**src/rtl/pcs_codec_pkg.sv**
```systemverilog
package pcs_codec_pkg;
    parameter int NIB_W = 4;
    parameter int SYM_W = 5;

    typedef logic [NIB_W-1:0] nib_t;
    typedef logic [SYM_W-1:0] sym_t;

    localparam sym_t SYM_I   = SYM_W'(5'b11111);
    localparam sym_t SYM_J   = SYM_W'(5'b11000);
    localparam sym_t SYM_K   = SYM_W'(5'b10001);
    localparam sym_t SYM_T   = SYM_W'(5'b01101);
    localparam sym_t SYM_R   = SYM_W'(5'b00111);
    localparam sym_t SYM_H   = SYM_W'(5'b00100);
    localparam sym_t SYM_BAD = SYM_W'(5'b00000);

    typedef enum logic [2:0] {
        CL_DATA, CL_IDLE, CL_SSD1, CL_SSD2, CL_ESD1, CL_ESD2, CL_HALT, CL_BAD
    } sym_class_e;

    typedef struct packed {
        sym_class_e cls;
        nib_t       nib;
    } sym_info_t;

    function automatic sym_t nib_to_sym(nib_t n);
        sym_t s;
        unique case (n)
            4'h0: s = 5'b11110;  4'h1: s = 5'b01001;
            4'h2: s = 5'b10100;  4'h3: s = 5'b10101;
            4'h4: s = 5'b01010;  4'h5: s = 5'b01011;
            4'h6: s = 5'b01110;  4'h7: s = 5'b01111;
            4'h8: s = 5'b10010;  4'h9: s = 5'b10011;
            4'hA: s = 5'b10110;  4'hB: s = 5'b10111;
            4'hC: s = 5'b11010;  4'hD: s = 5'b11011;
            4'hE: s = 5'b11100;  default: s = 5'b11101;
        endcase
        return s;
    endfunction

    function automatic sym_info_t classify(sym_t s);
        sym_info_t r;
        r.cls = CL_BAD;
        r.nib = '0;
        for (int n = 0; n < (1 << NIB_W); n++) begin
            if (nib_to_sym(nib_t'(n)) == s) begin
                r.cls = CL_DATA;
                r.nib = nib_t'(n);
            end
        end
        if (r.cls != CL_DATA) begin
            case (s)
                SYM_I:   r.cls = CL_IDLE;
                SYM_J:   r.cls = CL_SSD1;
                SYM_K:   r.cls = CL_SSD2;
                SYM_T:   r.cls = CL_ESD1;
                SYM_R:   r.cls = CL_ESD2;
                SYM_H:   r.cls = CL_HALT;
                default: r.cls = CL_BAD;
            endcase
        end
        return r;
    endfunction
endpackage

```
**src/rtl/pcs_tx_encoder.sv**
```systemverilog
module pcs_tx_encoder
    import pcs_codec_pkg::*;
(
    input  logic clk,
    input  logic rst_n,
    input  logic tx_en,
    input  logic tx_er,
    input  logic test_inv,
    input  nib_t tx_nib,
    output sym_t tx_sym
);
    typedef enum logic [1:0] {TX_IDLE, TX_SSD2, TX_DATA, TX_ESD2} tx_state_e;

    tx_state_e state_q, state_d;
    sym_t      sym_d;

    always_ff @(posedge clk) begin
        if (!rst_n) begin
            state_q <= TX_IDLE;
            tx_sym  <= SYM_I;
        end else begin
            state_q <= state_d;
            tx_sym  <= sym_d;
        end
    end

    always_comb begin
        state_d = state_q;
        sym_d   = SYM_I;
        unique case (state_q)
            TX_IDLE: begin
                if (tx_en) begin
                    sym_d   = SYM_J;
                    state_d = TX_SSD2;
                end
            end
            TX_SSD2: begin
                sym_d   = SYM_K;
                state_d = TX_DATA;
            end
            TX_DATA: begin
                if (!tx_en) begin
                    sym_d   = SYM_T;
                    state_d = TX_ESD2;
                end else if (tx_er) begin
                    sym_d = test_inv ? SYM_BAD : SYM_H;
                end else begin
                    sym_d = nib_to_sym(tx_nib);
                end
            end
            TX_ESD2: begin
                sym_d   = SYM_R;
                state_d = TX_IDLE;
            end
        endcase
    end
endmodule

```
**src/rtl/pcs_rx_decoder.sv**
```systemverilog
module pcs_rx_decoder
    import pcs_codec_pkg::*;
(
    input  logic clk,
    input  logic rst_n,
    input  sym_t rx_sym,
    output nib_t rx_nib,
    output logic rx_dv,
    output logic rx_err,
    output logic false_carrier
);
    typedef enum logic [1:0] {RX_IDLE, RX_GOTJ, RX_FRAME, RX_GOTT} rx_state_e;

    rx_state_e state_q, state_d;
    sym_info_t info;
    nib_t      nib_d;
    logic      dv_d, err_d, fc_d;

    assign info = classify(rx_sym);

    always_ff @(posedge clk) begin
        if (!rst_n) begin
            state_q       <= RX_IDLE;
            rx_nib        <= '0;
            rx_dv         <= 1'b0;
            rx_err        <= 1'b0;
            false_carrier <= 1'b0;
        end else begin
            state_q       <= state_d;
            rx_nib        <= nib_d;
            rx_dv         <= dv_d;
            rx_err        <= err_d;
            false_carrier <= fc_d;
        end
    end

    always_comb begin
        state_d = state_q;
        nib_d   = '0;
        dv_d    = 1'b0;
        err_d   = 1'b0;
        fc_d    = 1'b0;
        unique case (state_q)
            RX_IDLE: begin
                if (info.cls == CL_SSD1) state_d = RX_GOTJ;
            end
            RX_GOTJ: begin
                if (info.cls == CL_SSD2) begin
                    state_d = RX_FRAME;
                end else begin
                    fc_d    = 1'b1;
                    state_d = RX_IDLE;
                end
            end
            RX_FRAME: begin
                if (info.cls == CL_ESD1) begin
                    state_d = RX_GOTT;
                end else begin
                    dv_d = 1'b1;
                    if (info.cls == CL_DATA) nib_d = info.nib;
                    else                     err_d = 1'b1;
                end
            end
            RX_GOTT: begin
                state_d = RX_IDLE;
            end
        endcase
    end
endmodule

```
**src/rtl/pcs_status_flags.sv**
```systemverilog
module pcs_status_flags
    import pcs_codec_pkg::*;
(
    input  logic clk,
    input  logic rst_n,
    input  sym_t rx_sym,
    input  logic clr,
    output logic flag_invalid,
    output logic flag_halt
);
    sym_info_t info;
    logic      ev_bad, ev_halt;

    assign info    = classify(rx_sym);
    assign ev_bad  = (info.cls == CL_BAD);
    assign ev_halt = (info.cls == CL_HALT);

    always_ff @(posedge clk) begin
        if (!rst_n) begin
            flag_invalid <= 1'b0;
            flag_halt    <= 1'b0;
        end else begin
            flag_invalid <= (flag_invalid & ~clr) | ev_bad;
            flag_halt    <= (flag_halt & ~clr) | ev_halt;
        end
    end
endmodule

```
**src/rtl/pcs_symbol_codec.sv**
```systemverilog
module pcs_symbol_codec
    import pcs_codec_pkg::*;
(
    input  logic       clk,
    input  logic       rst_n,
    input  logic       tx_en,
    input  logic       tx_er,
    input  logic [3:0] tx_nibble,
    input  logic       tx_test_inv,
    output logic [4:0] tx_sym,
    input  logic [4:0] rx_sym,
    output logic [3:0] rx_nibble,
    output logic       rx_dv,
    output logic       rx_err,
    output logic       rx_false_carrier,
    input  logic       status_rd,
    output logic       stat_invalid,
    output logic       stat_halt
);
    pcs_tx_encoder u_tx (
        .clk(clk), .rst_n(rst_n), .tx_en(tx_en), .tx_er(tx_er),
        .test_inv(tx_test_inv), .tx_nib(tx_nibble), .tx_sym(tx_sym)
    );

    pcs_rx_decoder u_rx (
        .clk(clk), .rst_n(rst_n), .rx_sym(rx_sym), .rx_nib(rx_nibble),
        .rx_dv(rx_dv), .rx_err(rx_err), .false_carrier(rx_false_carrier)
    );

    pcs_status_flags u_flags (
        .clk(clk), .rst_n(rst_n), .rx_sym(rx_sym), .clr(status_rd),
        .flag_invalid(stat_invalid), .flag_halt(stat_halt)
    );
endmodule

```
**config.mk**
```make
export PLATFORM = sky130hd
export DESIGN_NAME = pcs_symbol_codec
export DESIGN_NICKNAME = d
export VERILOG_FILES = /design/src/rtl/pcs_codec_pkg.sv /design/src/rtl/pcs_tx_encoder.sv /design/src/rtl/pcs_rx_decoder.sv /design/src/rtl/pcs_status_flags.sv /design/src/rtl/pcs_symbol_codec.sv
export SDC_FILE = /design/constraint.sdc
export NUM_CORES = 1
export LEC_CHECK = 0
export CAP_MARGIN = 20
export CORE_UTILIZATION = 41
export CTS_CLUSTER_DIAMETER = 60
export CTS_CLUSTER_SIZE = 12
export DETAILED_ROUTE_END_ITERATION = 16
export PLACE_DENSITY = 0.77
export REMOVE_ABC_BUFFERS = 1
export SLEW_MARGIN = 40
export SYNTH_ARGS = -nofsm -noshare
export SYNTH_HDL_FRONTEND = slang
export SYNTH_SLANG_ARGS = --single-unit
export TNS_END_PERCENT = 50
```
**constraint.sdc**
```tcl
create_clock -name clk -period 1.3 [get_ports clk]
set_clock_uncertainty 0.15 [all_clocks]
set_input_delay 0.39 -clock clk [delete_from_list [all_inputs] [get_ports clk]]
set_output_delay 0.39 -clock clk [all_outputs]
set_load 0.005 [all_outputs]
```
==> impl_metrics.csv, run 1 <==
group,metric,value,unit
placed_design,gp_congestion,0.7969,
global_routing,grt_antenna_before_repair,0,
clocking,cts_buffers,3,
setup_path,worstPathArrival,1.41,ns
cells_and_area,syn_to_final_growth,47.01,%
clocking,htree_levels,1,
clocking,cts.clk_slew.worst_paths,0.10,ns
timing,maxSlewViolCount,0,
setup_path,worst_setup_path_start_kind,"flip-flop",
setup_path,reg2reg_depth,6,
cells_and_area,final_cell_mix,"buf_4, dfxtp_1, buf_2",
clocking,holdBufCountCts,0,
timing,worstMarginPinSlew,0.3156,ns
logic_synthesis,synth_top_area_share,0.3669,
clocking,clockBufferDepth,2,
status,outcome,"finished with violations",
timing,worst_slack,-0.07049,ns
detailed_routing,drc,0,
logic_synthesis,synth.distinct_cells,39,
die,core-area,2233,µm²
die,start_util,0.4398,
timing,fin_crit,1.370,ns
pwr,vdd_drop_max,0.8895,mV
clocking,clkSinkCount,18,
cells_and_area,utilization,0.6465,
detailed_routing,met3_length,141,µm
setup_path,worstPathMaxFanout,4,
detailed_routing,top_layer,"met4",
cells_and_area,final_common_cell,"buf_4",
die,num_rows,17,
detailed_routing,drt_first_pass_iters,3,
setup_path,required,1.34,ns
detailed_routing,detail-route-antenna-nets,0,
die,io_pins,29,
detailed_routing,wirelength,2304,µm
logic_synthesis,synth.avg_cell_area,8.692,µm²
logic_synthesis,async_reset_ff_frac,0,
detailed_routing,wl_per_cell,12.26,µm
clocking,cts_setup_buffers,0,
placed_design,dp.cells,185,
timing,fin_crit_sh,1.054,
cells_and_area,fillers,192,
pwr,power,1.755,mW
logic_synthesis,yosys_warnings,0,
die,die_x,50.95,µm
clocking,clk_latency,0.28,ns
die,fp.dieH,50.95,µm
detailed_routing,vias_per_cell,5.229,
timing,setup_viol_count_final,2,
timing,rsz0062_at_grt,"true",
clocking,cts_tree,"yes",
pwr,leakagePower,0.6779,nW
logic_synthesis,yosysTopAreaCell,"dfxtp_1",
detailed_routing,vias,983,
global_routing,grtUsageTotal,0.1925,
global_routing,grt.overflow.total,0,
status,violations,"setup timing",
logic_synthesis,netlist_area,982.2,µm²
logic_synthesis,syn_inst,113,
cells_and_area,num_antenna_cells,0,
timing,fmax,0.7297,GHz
clocking,cts_root_buffer,"clkbuf_4",
global_routing,grt_pass1_wl,3815,µm
global_routing,grt_max_degree,10,
detailed_routing,met2WireLength,1235,µm
placed_design,hpwl,1825,µm
logic_synthesis,seq_area_frac_synth,0.3669,
cells_and_area,fin_nets,181,
hold_path,hp-class,"in2reg",
timing,hold_viol_final,0,
cells_and_area,final_cell_count_no_fill,188,
logic_synthesis,ys.flop_type,"dfxtp_1",
logic_synthesis,synth_edf_count,0,
timing,tns,-0.07298,ns
setup_path,end_kind,"flip-flop",
timing,slew_headroom,0.7896,
die,die_area,2595,µm²
flow_run,maxCapViolCount,0,
cells_and_area,drive_gt1_frac,0.4063,
logic_synthesis,ys_top_cells_by_area,"dfxtp_1, ha_1, nor2_1",
placed_design,io_buffers,28,
hold_path,min_path_cells,3,
logic_synthesis,ys_ff_latch,18,
detailed_routing,met1_length,906,µm
pwr,powerDensity,1215,nW/µm²
detailed_routing,drt_iter0_markers,5,
setup_path,crit_type,"reg2reg",
global_routing,grt_pass1_vias,973,
-- kinds of logic after synthesis --
logic type      share of synthesized area
compound gates                     0.2000
mux                               0.01019
xor+xnor                          0.03568
simple gates                       0.2459
fa+ha+maj                         0.05096
flops                              0.3669
buf+inv                           0.09044
-- worst max-delay path, stage by stage (launching register included) --
cell,delay (ns)
dfxtp_4,0.40
inv_4,0.04
ha_4,0.14
nor2b_4,0.12
a21oi_2,0.16
mux2i_1,0.20
nor2b_1,0.06
-- per-layer routing --
| metal | vias up | track usage |
|---|---|---|
| met5 | - | 0 |
| met4 | 0 | 0.07407 |
| met3 | 2 | 0.03274 |
| met1 | 457 | 0.2018 |
| li1 | 495 | - |
| met2 | 29 | 0.3728 |
-- metrics by stage --
step / hold WS [ns] / area, µm² / setup WS, ns
2_1_floorplan: 0.3242 / 922.1 / -0.07257
5_1_grt: 0.3864 / 1444 / -0.1311
3_3_place_gp: 0.3600 / 1403 / -0.5396
3_5_place_dp: 0.3810 / 1403 / -0.5671
6_report: 0.3618 / 1444 / -0.07049
4_1_cts: 0.4045 / 1386 / -0.07910
-- repair_timing --
item	in CTS	in global routing
endpoints found under the setup margin	32	16
pin swaps	1	4
resized for setup	86	18
-- Yosys cell counts (all sizes together), types with 2 or more instances --
master   number
nand2b        3
buf           5
dfxtp        18
xnor2         3
ha            4
nor3          2
nor2b         4
inv           7
and2          2
nand2         7
a21boi        2
o311ai        2
a21oi         6
nand3         4
a31oi         5
nor2         10
o2111ai       2
and3          6
o21ai         7
-- final timing paths --
kind | start | to | slack (ns)
worst min register to register | flip-flop | flip-flop | 0.41
worst min-delay path | rst_n | u_tx.tx_sym[2]$_SDFF_PN1_ | 0.36
worst max register to register | u_tx.state_q[1]$_SDFFE_PN0P_ | u_tx.state_q[1]$_SDFFE_PN0P_ | -0.07
worst max-delay path | u_tx.state_q[1]$_SDFFE_PN0P_ | u_tx.state_q[1]$_SDFFE_PN0P_ | -0.07
-- power breakdown --
part	total [mW]	switching [mW]	internal [mW]	leakage, nW
Clock	0.271	0.163	0.108	0.0138
Combinational	0.775	0.359	0.416	0.516
Sequential	0.709	0.0547	0.654	0.148
-- area by class of cell --
cell class | count | area (µm²) | area share
sequential | 18 | 370.4 | 0.2565
multi-input combinational | 82 | 601.8 | 0.4168
clock buffer | 3 | 22.52 | 0.01560
timing repair buffer | 50 | 380.4 | 0.2634
tap | 28 | 35.03 | 0.02426
inverter | 7 | 33.78 | 0.02340
-- state kept, by name (all words and copies together) (netlist names), named ones only --
| register | flops |
|---|---|
| u_tx.tx_sym | 5 |
| u_rx.rx_nib | 4 |
| u_tx.state_q | 2 |
| u_flags.flag_halt | 1 |
| u_flags.flag_invalid | 1 |
| u_rx.false_carrier | 1 |
| u_rx.rx_dv | 1 |
| u_rx.rx_err | 1 |
| u_rx.state_q | 1 |
Power figures use the tool's default switching activity.
==> run 2, diff against run 1 <==
--- a/config.mk
+++ b/config.mk
@@ -10,6 +10,7 @@
 export CTS_CLUSTER_DIAMETER = 60
 export CTS_CLUSTER_SIZE = 12
 export DETAILED_ROUTE_END_ITERATION = 16
+export HOLD_SLACK_MARGIN = 0.02
 export PLACE_DENSITY = 0.77
 export REMOVE_ABC_BUFFERS = 1
 export SLEW_MARGIN = 40
==> results of run 2 <==
Final layout, timing and power as in run 1 (identical DEF).
